[config.mk]
export PLATFORM = sky130hd
export DESIGN_NAME = fan_guard
export DESIGN_NICKNAME = d
export VERILOG_FILES = /design/src/rtl/fan_guard_pkg.sv /design/src/rtl/fan_guard_regs.sv /design/src/rtl/fan_guard_judge.sv /design/src/rtl/fan_guard_spinup.sv /design/src/rtl/fan_guard.sv
export SDC_FILE = /design/constraint.sdc
export NUM_CORES = 1
export LEC_CHECK = 0
export ABC_AREA = 1
export BUFFER_PORTS_ARGS = -buffer_cell sky130_fd_sc_hd__buf_2
export CORE_MARGIN = 4
export CORE_UTILIZATION = 35
export DETAILED_ROUTE_END_ITERATION = 10
export SLEW_MARGIN = 40
export SYNTH_ARGS = -nofsm -noshare
export SYNTH_HDL_FRONTEND = slang
export SYNTH_SLANG_ARGS = --single-unit
[constraint.sdc]
create_clock -name clk_i -period 1.6 [get_ports clk_i]
set_input_delay 0.16 -clock clk_i [delete_from_list [all_inputs] [get_ports clk_i]]
set_output_delay 0.16 -clock clk_i [all_outputs]
set_load 0.02 [all_outputs]
[src/rtl/fan_guard_pkg.sv]
package fan_guard_pkg;

  typedef enum logic [1:0] {
    ADDR_CFG    = 2'd0,
    ADDR_LIMIT  = 2'd1,
    ADDR_STATUS = 2'd2,
    ADDR_SPEED  = 2'd3
  } reg_addr_e;

  localparam int CFG_INV_BIT   = 3;
  localparam int CFG_FEN_BIT   = 4;
  localparam int STAT_FAIL_BIT = 1;

  typedef struct packed {
    logic fault_en;
    logic invert;
  } cfg_t;

  localparam cfg_t CFG_RESET = '{fault_en: 1'b1, invert: 1'b0};

endpackage

[src/rtl/fan_guard_regs.sv]
module fan_guard_regs
  import fan_guard_pkg::*;
#(
  parameter int DW = 8,
  parameter logic [DW-1:0] LIMIT_RESET = 8'hFE
) (
  input  logic          clk_i,
  input  logic          rst_ni,
  input  logic          reg_wr_i,
  input  logic          reg_rd_i,
  input  logic [1:0]    reg_addr_i,
  input  logic [DW-1:0] reg_wdata_i,
  output logic [DW-1:0] reg_rdata_o,
  input  logic          meas_take_i,
  input  logic [DW-1:0] meas_speed_i,
  input  logic          fail_evt_i,
  output cfg_t          cfg_o,
  output logic [DW-1:0] limit_o,
  output logic          irq_o
);

  cfg_t          cfg_q;
  logic [DW-1:0] limit_q;
  logic [DW-1:0] last_q;
  logic          stat_q;
  reg_addr_e     addr;

  assign addr = reg_addr_e'(reg_addr_i);

  always_ff @(posedge clk_i or negedge rst_ni) begin
    if (!rst_ni) begin
      cfg_q   <= CFG_RESET;
      limit_q <= LIMIT_RESET;
    end else if (reg_wr_i) begin
      if (addr == ADDR_CFG) begin
        cfg_q.invert   <= reg_wdata_i[CFG_INV_BIT];
        cfg_q.fault_en <= reg_wdata_i[CFG_FEN_BIT];
      end else if (addr == ADDR_LIMIT) begin
        limit_q <= reg_wdata_i;
      end
    end
  end

  always_ff @(posedge clk_i or negedge rst_ni) begin
    if (!rst_ni) last_q <= '0;
    else if (meas_take_i) last_q <= meas_speed_i;
  end

  // set has priority over read-to-clear
  always_ff @(posedge clk_i or negedge rst_ni) begin
    if (!rst_ni) stat_q <= 1'b0;
    else if (fail_evt_i) stat_q <= 1'b1;
    else if (reg_rd_i && addr == ADDR_STATUS) stat_q <= 1'b0;
  end

  always_comb begin
    reg_rdata_o = '0;
    unique case (addr)
      ADDR_CFG: begin
        reg_rdata_o[CFG_INV_BIT] = cfg_q.invert;
        reg_rdata_o[CFG_FEN_BIT] = cfg_q.fault_en;
      end
      ADDR_LIMIT:  reg_rdata_o = limit_q;
      ADDR_STATUS: reg_rdata_o[STAT_FAIL_BIT] = stat_q;
      ADDR_SPEED:  reg_rdata_o = last_q;
    endcase
  end

  assign cfg_o   = cfg_q;
  assign limit_o = limit_q;
  assign irq_o   = stat_q;

endmodule

[src/rtl/fan_guard_judge.sv]
module fan_guard_judge #(
  parameter int DW         = 8,
  parameter int FAIL_LIMIT = 5
) (
  input  logic          clk_i,
  input  logic          rst_ni,
  input  logic          take_i,
  input  logic [DW-1:0] speed_i,
  input  logic [DW-1:0] limit_i,
  output logic          fail_evt_o,
  output logic          fault_o
);

  localparam int CW = $clog2(FAIL_LIMIT + 1);
  localparam logic [CW-1:0] CMAX = CW'(FAIL_LIMIT);

  logic [CW-1:0] cnt_q;
  logic          over;

  assign over       = speed_i > limit_i;
  assign fail_evt_o = take_i && over;

  always_ff @(posedge clk_i or negedge rst_ni) begin
    if (!rst_ni) cnt_q <= '0;
    else if (take_i) begin
      if (!over)             cnt_q <= '0;
      else if (cnt_q != CMAX) cnt_q <= cnt_q + 1'b1;
    end
  end

  assign fault_o = (cnt_q == CMAX);

endmodule

[src/rtl/fan_guard_spinup.sv]
module fan_guard_spinup #(
  parameter int TICKS_PER_SEC = 4,
  parameter int SPIN_SEC      = 2
) (
  input  logic clk_i,
  input  logic rst_ni,
  input  logic kick_i,
  input  logic tick_i,
  output logic spin_o
);

  localparam int SPIN_TICKS = TICKS_PER_SEC * SPIN_SEC;
  localparam int SW = $clog2(SPIN_TICKS + 1);
  localparam logic [SW-1:0] LOAD = SW'(SPIN_TICKS);

  logic [SW-1:0] left_q;

  // a fresh failure reloads the whole window
  always_ff @(posedge clk_i or negedge rst_ni) begin
    if (!rst_ni) left_q <= '0;
    else if (kick_i) left_q <= LOAD;
    else if (tick_i && left_q != '0) left_q <= left_q - 1'b1;
  end

  assign spin_o = (left_q != '0);

endmodule

[src/rtl/fan_guard.sv]
module fan_guard
  import fan_guard_pkg::*;
#(
  parameter int TICKS_PER_SEC = 4,
  parameter int SPIN_SEC      = 2,
  parameter int FAIL_LIMIT    = 5
) (
  input  logic       clk_i,
  input  logic       rst_ni,
  input  logic       tick_i,
  input  logic       pwm_duty_i,
  input  logic       meas_valid_i,
  output logic       meas_ready_o,
  input  logic [7:0] meas_speed_i,
  input  logic       reg_wr_i,
  input  logic       reg_rd_i,
  input  logic [1:0] reg_addr_i,
  input  logic [7:0] reg_wdata_i,
  output logic [7:0] reg_rdata_o,
  output logic       irq_o,
  output logic       fan_fault_no,
  output logic       pwm_o
);

  localparam int DW = 8;

  cfg_t          cfg_w;
  logic [DW-1:0] limit_w;
  logic          take_w;
  logic          fail_w;
  logic          fault_w;
  logic          spin_w;
  logic          drive_w;

  assign meas_ready_o = 1'b1;
  assign take_w       = meas_valid_i && meas_ready_o;

  fan_guard_regs #(.DW(DW), .LIMIT_RESET(8'hFE)) u_regs (
    .clk_i        (clk_i),
    .rst_ni       (rst_ni),
    .reg_wr_i     (reg_wr_i),
    .reg_rd_i     (reg_rd_i),
    .reg_addr_i   (reg_addr_i),
    .reg_wdata_i  (reg_wdata_i),
    .reg_rdata_o  (reg_rdata_o),
    .meas_take_i  (take_w),
    .meas_speed_i (meas_speed_i),
    .fail_evt_i   (fail_w),
    .cfg_o        (cfg_w),
    .limit_o      (limit_w),
    .irq_o        (irq_o)
  );

  fan_guard_judge #(.DW(DW), .FAIL_LIMIT(FAIL_LIMIT)) u_judge (
    .clk_i      (clk_i),
    .rst_ni     (rst_ni),
    .take_i     (take_w),
    .speed_i    (meas_speed_i),
    .limit_i    (limit_w),
    .fail_evt_o (fail_w),
    .fault_o    (fault_w)
  );

  fan_guard_spinup #(.TICKS_PER_SEC(TICKS_PER_SEC), .SPIN_SEC(SPIN_SEC)) u_spin (
    .clk_i  (clk_i),
    .rst_ni (rst_ni),
    .kick_i (fail_w),
    .tick_i (tick_i),
    .spin_o (spin_w)
  );

  assign drive_w      = spin_w | pwm_duty_i;
  assign pwm_o        = cfg_w.invert ? drive_w : ~drive_w;
  assign fan_fault_no = ~(fault_w & cfg_w.fault_en);

endmodule

======== Word-level counts from Yosys, hierarchy flattened ========
Cells that the tools add are included.
operators by class
  $add $sub $neg .......................... 2
  order comparisons ....................... 1
  eq/ne operators ......................... 6
  muxes and demuxes ....................... 12
  bitwise gates (word level) .............. 5
  reduce and logical (&&, ||, !) cells .... 10
operator list
  operator                                          number
  greater-than comparator 8 bit                     1
  two-way mux 4 bit                                 2
  two-way mux 3 bit                                 2
  case mux 2 bit (3 select lines)                   1
  case mux 3 bit (2 select lines)                   1
  == test 2 bit, second input constant              2
  case mux 1 bit (2 select lines)                   2
  AND reduction 2 bit                               2
  nonzero test 2 bit                                2
  nonzero test 4 bit                                1
  subtractor 4 x 1 -> 4 bit, second input constant  1
  adder 3 x 1 -> 3 bit, second input constant       1
  == test 3 bit, second input constant              1
  logical AND 1 bit                                 3
  two-way mux 1 bit                                 3
  != test 3 bit, second input constant              1
  inverter 1 bit                                    3
  case mux 1 bit (3 select lines)                   1
  AND reduction 3 bit                               1
  == test 2 x 1 -> 1 bit, second input constant     1
  zero test 2 bit                                   1
  != test 2 bit, second input constant              1
  AND 1 bit                                         1
  bitwise OR 1 bit                                  1
word-level totals
  register bits ........................... 26
  input bits .............................. 25
  output and inout port bits .............. 12
  logic and storage cells ................. 43

======== Longest topological paths before layout ========
  word-level depth ........................ 4
  depth in mapped cells ................... 13
  depth with buffers taken out ............ 13

======== Hierarchy ========
A second synthesis with hierarchy kept.
second synthesis, totals
  cell total of the unflattened synthesis .. 211
  area total of the unflattened synthesis .. 1,686.6 um^2
modules (own cells, without submodules)
  module            times used  cells an instance  area an instance (um^2)  seq. area each (um^2)
  fan_guard_regs    1           111                952.2                    485.5
  fan_guard_judge   1           61                 424.2                    75.1
  fan_guard_spinup  1           31                 275.3                    100.1
  fan_guard         1           8                  35.0                     0.0

======== Least setup slack after synthesis ========
Ideal clock, no wire load.
  path type ............................... flip-flop to flip-flop
  start point ............................. register u_regs.limit_q[7] (netlist: u_regs.limit_o[7])
  end point ............................... register u_spin.left_q[0]
  library setup time ...................... 115 ps
  data arrival time ....................... 1,476 ps
  data required time ...................... 1,485 ps
  slack ................................... 10 ps
  stages on the path, launching flop included .. 11
  path buffers ............................ 0
  clock period less this slack ............ 1,590 ps
  cells stage by stage .................... dfstp_2 -> inv_1 -> ha_1 -> nand2_1 -> nor2_2 -> nand4_1 -> clkinv_2 -> a21oi_4 -> nand2_4 -> o21ai_2 -> inv_2
between the ends
  word-level cells in the longest chain between the ends .. 3
  elaborated cells on any way between the ends .. 4
  those cells by class .................... order compare: 1; mux: 1; reduce/logical: 2
RTL lines
  item                                                            RTL line                RTL
  start, declared                                                 fan_guard_regs.sv:23    logic [DW-1:0] limit_q;
  start signal, assigned                                          fan_guard_regs.sv:39    limit_q <= reg_wdata_i;
  greater-than comparator 8 bit (*)                               fan_guard_judge.sv:20   assign over = speed_i > limit_i;
  logical AND 1 bit (*)                                           fan_guard_judge.sv:21   assign fail_evt_o = take_i && over;
  two-way mux 4 bit / nonzero test 2 bit (equally long branches)  -
  end signal, assigned                                            fan_guard_spinup.sv:22  else if (tick_i && left_q != '0) left_q <= left_q - 1'b1;
  end, declared                                                   fan_guard_spinup.sv:16  logic [SW-1:0] left_q;
Mark *: on every way between the ends. The rest lies on a longest branch, timed or not.
A chain may end at the register's enable or synchronous reset.

======== Final worst setup path ========
  start point ............................. register u_regs.limit_q[6] (netlist: u_regs.limit_o[6])
  end point ............................... register u_spin.left_q[0]
The elaborated chain is that of the path after synthesis.

==> reports/metrics.cfg <==
[synthesis]
ys_types = 30
yosys-mux-area-fraction = 0.00988
synth_cells = 182
synth_area_um2 = 1520
synth_fa_ha_area_frac = 0.0988
synth_top_area_frac = 0.296
synthArstFlopShare = 1.00
synth-edff-count = 0
syn_nets = 219
synth-main-ff-cell = dfrtp_1
yosysSeqAreaShare = 0.435
synthTopCellsByArea = dfrtp_1 (30%), dfstp_2 (14%), nand2_1 (10%), ha_1 (9.9%), inv_1 (8.1%)
synth_compound_area_frac = 0.135
synth_area_leader_cell = dfrtp_1
ys_seq_elements = 26
synthSimpleGateAreaFrac = 0.188
synth_top_family_by_area = simple AND/OR/NAND/NOR gates
synth_xor_xnor_area_share = 0.0230
avgSynthCellArea_um2 = 8.35
yosysWarnings = 0

[timing]
rsz0062_at_grt = yes
hold_ws_ns = 0.0974
setup_viol = 6
report.final.slew_viol_count = 0
fmax_ghz = 0.605
setup_ws_ns = -0.0538
relSlewSlack = 0.613
period_minus_slack_ns = 1.65
hold_violations = 0
worstMarginPinSlew_ns = 0.580
fin_skew_ns = 0.000938
timing.final.crit_share = 1.03

[outcome]
violations = setup timing
status = complete, but fails checks

[die]
die_w_um = 73.9
dieArea_um2 = 5460
rows = 23
ios = 37
start_util = 0.372
core-area_um2 = 4090
die_y_um = 73.9

[cells_and_area]
area_growth_pct = 36.0
nNetsFinal = 265
drive_gt1_frac = 0.445
layout_common_cells = nand2_1 (33), buf_2 (33), inv_1 (24), dfrtp_1 (18), o21ai_0 (12)
finalNonFillerCells = 277
antenna_cells = 0

[critical_path]
crit_type = reg -> reg
cp_max_fo = 5
reg2regPathDepth = 10
critPathCaptureType = flip-flop
regToRegEndpoint = u_spin.left_q[0]$_DFFE_PN0P_
cp.arrival_ns = 1.83
cp.required_ns = 1.78
r2r-start = u_regs.limit_o[6]$_DFFE_PN1P_
startpoint_type = flip-flop
worst-r2r-setup-slack_ns = -0.05

[detailed_routing]
drt_iter0_drc = 36
antenna_left = 0
route.final.wire_length_um = 3690
post_drt_wl_per_cell_um = 13.3
viasPerCell = 4.66
drc = 0
vias = 1291
drt_first_pass_iters = 4

[worst_hold_path]
hold_end = u_regs.limit_o[4]$_DFFE_PN1P_
whs_path_depth = 3
hold_start = reg_wdata_i[4]
holdCritPathClass = in -> reg

[power_and_ir_drop]
power_leakage_nw = 1.08
p_total_mw = 2.40
powerDensity_nw_per_um2 = 1160
ir_worst_vdd_mv = 0.523

[cts]
cts_max_path_buffers = 2
cts_sinks = 26
cts_tree = yes
cts-buffers-inserted = 3
clk_latency_ns = 0.27
cts_root_buffer = clkbuf_8
clk_pin_slew_worst_paths_ns = 0.09
cts.htree.levels = 1

[grt]
grt_pass1_vias = 1263
antenna_found_initial = 0
grt.total_usage = 0.140
grt_max_degree = 27
grt_pass1_wl_um = 5880
grt_overflow = 0

[placement]
io_buffers = 35
place_congestion = 0.785
dp.cells = 269
hpwl_um = 2650
post-place-ws_ns = -0.0798

[run]
maxCapViolCount = 0

layer usage:
metal | up-vias | track usage | wire length, um
li1 | 662 | - | -
met1 | 594 | 0.188 | 1670
met2 | 26 | 0.233 | 1820
met3 | 9 | 0.0205 | 101
met4 | 0 | 0.0423 | 95
met5 | - | 0 | 0
Yosys cell counts, types with 3 or more instances:
master	number
nand2_1	41
inv_1	33
dfrtp_1	18
ha_1	12
o21ai_0	12
nor2_1	10
dfstp_2	8
a21oi_1	5
nand4_1	4
nor2_2	4
o22ai_1	4
xor2_1	4
nand3_1	3
o221ai_1	3
critical path, cell delays in order, from the launching register on:
cell	delay, ns
dfstp_2	0.53
inv_2	0.05
ha_4	0.24
nand2_4	0.09
nor2_4	0.05
nand4_1	0.10
clkinv_2	0.08
a21oi_4	0.19
nand2_4	0.10
o21ai_2	0.08
inv_2	0.04
final cells by class:
type / instances / area, um2
Clock inverter: 1 / 30.0
Multi-Input combinational cell: 116 / 878
Fill cell: 405 / 2020
Clock buffer: 3 / 41.3
Timing Repair Buffer: 45 / 258
Tap cell: 50 / 62.6
Inverter: 36 / 136
Sequential cell: 26 / 661
state kept, by name, indices dropped and copies added (netlist names):
register,flops
u_judge.cnt_q,3
u_regs.cfg_o,2
u_regs.irq_o,1
u_regs.last_q,8
u_regs.limit_o,8
u_spin.left_q,4
power breakdown:
group	leakage [nW]	switching, mW	internal, mW	total [mW]
Clock	0.0357	0.220	0.335	0.555
Sequential	0.305	0.0838	0.810	0.894
Combinational	0.737	0.530	0.419	0.949
worst max path at each step:
stage | depth (start not counted) | slack [ns] | start | end
2_1_floorplan | 10 | 0.01 | u_regs.limit_o[7]$_DFFE_PN1P_ | u_spin.left_q[0]$_DFFE_PN0P_
3_3_place_gp | 10 | -0.08 | u_regs.limit_o[7]$_DFFE_PN1P_ | u_spin.left_q[0]$_DFFE_PN0P_
3_5_place_dp | 10 | -0.08 | u_regs.limit_o[7]$_DFFE_PN1P_ | u_spin.left_q[0]$_DFFE_PN0P_
4_1_cts | 11 | -0.07 | u_regs.limit_o[3]$_DFFE_PN1P_ | u_spin.left_q[0]$_DFFE_PN0P_
5_1_grt | 10 | -0.15 | u_regs.limit_o[6]$_DFFE_PN1P_ | u_spin.left_q[0]$_DFFE_PN0P_
6_report | 10 | -0.05 | u_regs.limit_o[6]$_DFFE_PN1P_ | u_spin.left_q[0]$_DFFE_PN0P_
logic make-up after synthesis:
logic type | after synthesis
AOI/OAI and AO/OA | 32
xor gates and xnor gates | 4
adders and majority gates | 12
buffers and inverters | 40
DFF | 26
muxes | 1
other | 1
and+or+nand+nor | 66
stage by stage:
stage / setup TNS, ns / utilization / cell area, um2
after floorplan: 0 / - / 1520
after global placement: -0.319 / 0.434 / 1780
after detailed placement: -0.365 / 0.434 / 1780
after CTS: -0.202 / 0.483 / 1980
after global routing: -1.03 / 0.506 / 2070
final: -0.184 / 0.506 / 2070
what timing repair did:
action	in CTS	in global routing
setup endpoints to repair	9	9
hold buffers	1	0
buffers inserted	1	2
pin swaps	15	11
hold endpoints to repair	18	0
resized for setup	22	19
No activity file was read; power rests on OpenSTA's default activity.
